`config.mk`:
```
export PLATFORM = sky130hd
export DESIGN_NAME = ret_stack
export DESIGN_NICKNAME = d
export VERILOG_FILES = /design/src/rtl/ret_stack.sv
export SDC_FILE = /design/constraint.sdc
export NUM_CORES = 1
export LEC_CHECK = 0
export ABC_AREA = 0
export BUFFER_PORTS_ARGS = -buffer_cell sky130_fd_sc_hd__buf_2
export CAP_MARGIN = 20
export CORE_MARGIN = 10
export CORE_UTILIZATION = 45
export DETAILED_ROUTE_END_ITERATION = 8
export GPL_TIMING_DRIVEN = 0
export SKIP_CTS_REPAIR_TIMING = 1
export SLEW_MARGIN = 20
export SYNTH_ARGS = -nofsm -noshare
export SYNTH_HDL_FRONTEND = slang
export SYNTH_SLANG_ARGS = --single-unit
```
`constraint.sdc`:
```
create_clock -name clk -period 3.48 [get_ports clk]
set_input_delay 0.696 -clock clk [delete_from_list [all_inputs] [get_ports clk]]
set_output_delay 0.696 -clock clk [all_outputs]
set_load 0.01 [all_outputs]
```
`src/rtl/ret_stack.sv`:
```
module ret_stack #(
  parameter int WIDTH = 12,
  parameter int DEPTH = 8
) (
  input  logic             clk,
  input  logic             rst_n,
  input  logic [1:0]       cmd,
  input  logic [WIDTH-1:0] din,
  output logic [WIDTH-1:0] tos,
  output logic             full_n
);
  localparam int PW = $clog2(DEPTH);
  localparam int CW = $clog2(DEPTH + 1);
  localparam logic [1:0] OP_HOLD = 2'b00;
  localparam logic [1:0] OP_PUSH = 2'b01;
  localparam logic [1:0] OP_POP  = 2'b10;
  localparam logic [1:0] OP_CLR  = 2'b11;
  localparam logic [PW-1:0] LAST = PW'(DEPTH - 1);
  localparam logic [CW-1:0] CMAX = CW'(DEPTH);

  logic [WIDTH-1:0] mem [DEPTH];
  logic [PW-1:0]    wp;
  logic [PW-1:0]    top_idx;
  logic [PW-1:0]    wp_inc;
  logic [CW-1:0]    cnt;

  assign top_idx = (wp == '0) ? LAST : wp - PW'(1);
  assign wp_inc  = (wp == LAST) ? '0 : wp + PW'(1);
  assign tos     = mem[top_idx];
  assign full_n  = (cnt != CMAX);

  always_ff @(posedge clk or negedge rst_n) begin
    if (!rst_n) begin
      wp  <= '0;
      cnt <= '0;
    end else begin
      unique case (cmd)
        OP_HOLD: ;
        OP_PUSH: begin
          wp <= wp_inc;
          if (cnt != CMAX) cnt <= cnt + CW'(1);
        end
        OP_POP: begin
          wp <= top_idx;
          if (cnt != '0) cnt <= cnt - CW'(1);
        end
        OP_CLR: begin
          wp  <= '0;
          cnt <= '0;
        end
      endcase
    end
  end

  for (genvar i = 0; i < DEPTH; i++) begin : g_word
    always_ff @(posedge clk or negedge rst_n) begin
      if (!rst_n)
        mem[i] <= '0;
      else if (cmd == OP_PUSH && wp == PW'(i))
        mem[i] <= din;
    end
  end
endmodule

```
==> results summary <==
The actual slew at the worst max-slew pin came out at just over 0.6 ns. The tree is rooted in a clkbuf_16. The synthesized cell area is 5170 um2.

The run finished with clean final reports. Summing all non-filler instances in the final layout gives an area of 5880 um2. The first-pass iteration count of the detailed router came out at 4. The average vias per placed instance came out at 5.73.

The setup slack on the worst flop-to-flop path is 1.33 ns. Synthesis inferred 103 register bits. The sequential area share after synthesis is 0.499. For this block, the via count after detailed routing is approximately 3.3k. The total DRC errors in the routed layout came out at 0. The highest clock frequency the design can meet came out at roughly 310 MHz. The count of different cell masters after synthesis is 43. TritonCTS built the clock tree.

The post-layout worst setup margin came out at 0.205 ns. The floorplan die area came out at 16,200 um2. The maximum single-stage delay on the critical path is 0.38 ns. The H-tree depth is 3. The clock tree skew after final layout is 0.00624 ns. The die boundary width is 127 um.

The setup slack after placement is -0.443 ns. The count of placed standard cells including taps came out at 558. Setup violations remaining at the end of the flow were counted as 0. The effective utilization at floorplan is 0.456. The final cell utilization of the core came out at 0.520. Clock tree synthesis found a total of just over 100 sinks. The startpoint identified for the worst register-to-register timing path is wp[0]$_DFFE_PN0P_. Following the worst setup path forward leads to its endpoint at tos[7].

Across the whole layout, storage elements account for around 2600 um2. The timing startpoint of the critical path is wp[0]$_DFFE_PN0P_. The number of global-route vias before repair came out at between 3k and 4k. The finished layout holds just under 600 standard cells, fillers aside. The count of cell instances traversed by the critical path is 11. The time the final worst path needs with I/O delays and setup is 3.28 ns.

Each instance of the synthesized netlist takes up on average 13.4 um2. The number of max-cap violations came out at 0. The top fanout value on the critical path is 11. The cell that appears most often on the critical path is buf_6. The post-synthesis net count is 412.

Across the VDD grid, the largest voltage drop is 0.424 mV. The end of the worst register-to-register path is mem[85]$_DFFE_PN0P_. The number of pins exceeding their max-slew limit in the final report came to 0.

In this run the tool buffered the top-level ports with 27 buffer cells. The area of combinational cells with multiple inputs came out at approximately 2400 um2. The first-iteration detailed-routing DRC count is 207. The maximum count of clock buffers along a single path came out at 2. The post-place instance area came out at 5520 um2.

The total routed wirelength came out at 12,100 um. Buffers inserted during clock tree synthesis total 9. Broken down by cell family, the worst path's largest delay share belongs to buffers and inverters. The number of antenna cells inserted is 0. The initial antenna violation count came out at 0. Among all stages on the critical path, the largest delay is contributed by dfrtp_1. Together, buffers and inverters on the worst path number 6. The half-perimeter wire length after detailed placement came out at 7930 um. The area overhead of the layout relative to synthesis is 13.9%. The layout has between 1k and 1.5k filler cells.

The count of endpoints failing hold in the final timing report is 0. STA classifies the critical path startpoint as a flip-flop. The area inside the core boundary is 11,300 um2. The height of the chip came out at between 100 and 150 um. The number of rows in the core area came out at 39. The worst-skew pair later-pin latency came out at 0.35 ns.

The clock-pin slew reported for the worst setup and hold paths after clock tree synthesis came out at 0.07 ns. The overall fraction of global-route tracks in use is 0.152. The worst min-delay path category is in2async.

Traced cell by cell, the critical path runs through clkbuf_4 -> buf_12 -> inv_1 -> ha_2 -> nand2b_4 -> buf_6 -> nand2_2 -> buf_6 -> mux2i_1 -> o221ai_1 -> buf_2. Data arrives at the worst endpoint at 2.58 ns. The net count reported at finish is 459. Setup repair after global routing left no endpoint under its margin. The maximum number of pins on one net before global-route repair came out at 57. The number of antenna-violating nets in the routed design is 0. The total congestion overflow is 0. The boundary pin count is 29. The number of cells produced by synthesis came out at just under 400. Power spread over the standard cell area amounts to around 840 nW/um2.

The critical path required time came out at 2.78 ns. In the final routed layout, each cell accounts on average for between 20 and 25 um. The max-slew headroom at the worst pin is 0.590. The first-pass GRT wire length came out at 19,300 um.

In this run the static leakage power is between 0.002 and 0.003 uW. The routability congestion estimate from global placement came out at 0.770. The cell count of the worst reg-to-reg path is 9. In the finished design, the share of the clock period the worst path needs comes to 0.941. The type of the worst setup path is reg2out. The number of warning messages in the yosys log is 0.

STA classifies the critical path endpoint as an output port. The ratio of cells with drive above 1 in the final layout is 0.428.
per-layer routing:
layer / global-route usage / vias to the layer above / wire length [um]
met5: 0 / - / 0
met4: 0.0402 / 0 / 131
met3: 0.0418 / 11 / 497
met2: 0.241 / 62 / 5760
met1: 0.201 / 1724 / 5700
li1: - / 1539 / -
layout by cell type (no fill, tap or decap), types with 6 or more instances in the layout:
cell and count:
dfrtp_1 103, mux2_2 95, mux2i_1 38, buf_2 34, and3_1 14, a21boi_0 12, nand3_1 12, o311ai_1 12
o221ai_1 12, buf_6 11, buf_4 11, clkbuf_16 9, ha_1 8, nand2_1 6
worst reg2reg max path, cell delays in order, from the launching register on:
cell and delay (ns):
dfrtp_1 0.38, clkbuf_4 0.18, buf_12 0.15, inv_1 0.09
ha_2 0.25, nand2b_4 0.07, buf_6 0.15, nor2_2 0.16
buf_4 0.25, mux2_2 0.36
state kept, by name (all words and copies together), names as in the netlist:
name,cells
wp,3
mem,96
cnt,4
where the power goes:
group	switching, uW	total (uW)	internal, uW
registers	283	2050	1770
logic	906	1910	1000
clock network	475	969	494
how the worst min path moves through the flow:
| stage | end | cells after the start | start |
|---|---|---|---|
| final | mem[47]$_DFFE_PN0P_ | 1 | rst_n |
| after global routing | mem[47]$_DFFE_PN0P_ | 1 | rst_n |
| after CTS | mem[35]$_DFFE_PN0P_ | 1 | rst_n |
| after detailed placement | mem[61]$_DFFE_PN0P_ | 1 | mem[61]$_DFFE_PN0P_ |
| after global placement | mem[61]$_DFFE_PN0P_ | 1 | mem[61]$_DFFE_PN0P_ |
| after floorplan | cnt[0]$_DFFE_PN0P_ | 0 | rst_n |
Yosys cell counts:
cell / n / area share
a21boi_0: 12 / 0.017
a21o_1: 1 / 0.0015
a21oi_1: 1 / 0.00097
a22o_1: 2 / 0.0034
a311oi_4: 1 / 0.0051
a31o_2: 1 / 0.0017
and2_4: 1 / 0.0017
and3_1: 14 / 0.017
and4b_1: 1 / 0.0019
buf_2: 10 / 0.0097
buf_4: 4 / 0.0058
buf_6: 9 / 0.020
clkbuf_1: 6 / 0.0044
dfrtp_1: 103 / 0.50
ha_1: 9 / 0.022
inv_1: 3 / 0.0022
inv_4: 1 / 0.0012
mux2_1: 2 / 0.0044
mux2_2: 95 / 0.21
mux2i_1: 38 / 0.074
nand2_1: 6 / 0.0044
nand2_2: 1 / 0.0012
nand2b_1: 1 / 0.0012
nand2b_4: 2 / 0.0053
nand3_1: 12 / 0.012
nand3_2: 3 / 0.0058
nor2_1: 3 / 0.0022
nor2_2: 1 / 0.0012
nor2b_1: 1 / 0.0012
nor2b_2: 1 / 0.0017
nor3_1: 2 / 0.0019
nor3b_1: 2 / 0.0029
nor4_1: 1 / 0.0012
o211ai_2: 1 / 0.0024
o21ai_0: 4 / 0.0039
o221ai_1: 12 / 0.020
o22a_1: 1 / 0.0017
o22ai_1: 2 / 0.0024
o2bb2ai_1: 1 / 0.0017
o311ai_1: 12 / 0.020
or2_4: 1 / 0.0017
or3_1: 1 / 0.0012
xnor2_1: 2 / 0.0034
cells by family after synthesis:
group                      share of synthesized area
buffers and inverters                         0.0429
xor gates and xnor gates                     0.00339
adders and majority gates                     0.0218
and+or+nand+nor                               0.0654
DFF                                            0.499
AOI/OAI and AO/OA                             0.0828
muxes                                          0.285
area by class of cell:
type | count | area share
multi-input cells | 251 | 0.403
repair buffers | 37 | 0.0402
clock buffers | 9 | 0.0383
flip-flops and latches | 103 | 0.438
inverters | 4 | 0.00298
well taps | 143 | 0.0304
plain buffers | 28 | 0.0376
clock inverters | 7 | 0.00957
metrics by stage:
step	TNS, ns	power, uW	hold slack [ns]
final	0	4930	0.276
after global routing	0	5260	0.292
after CTS	-8.94	4930	0.288
after detailed placement	-4.26	3950	0.469
after global placement	-4.01	3870	0.461
after floorplan	0	3380	0.400
No activity file was read; power rests on OpenSTA's default activity.
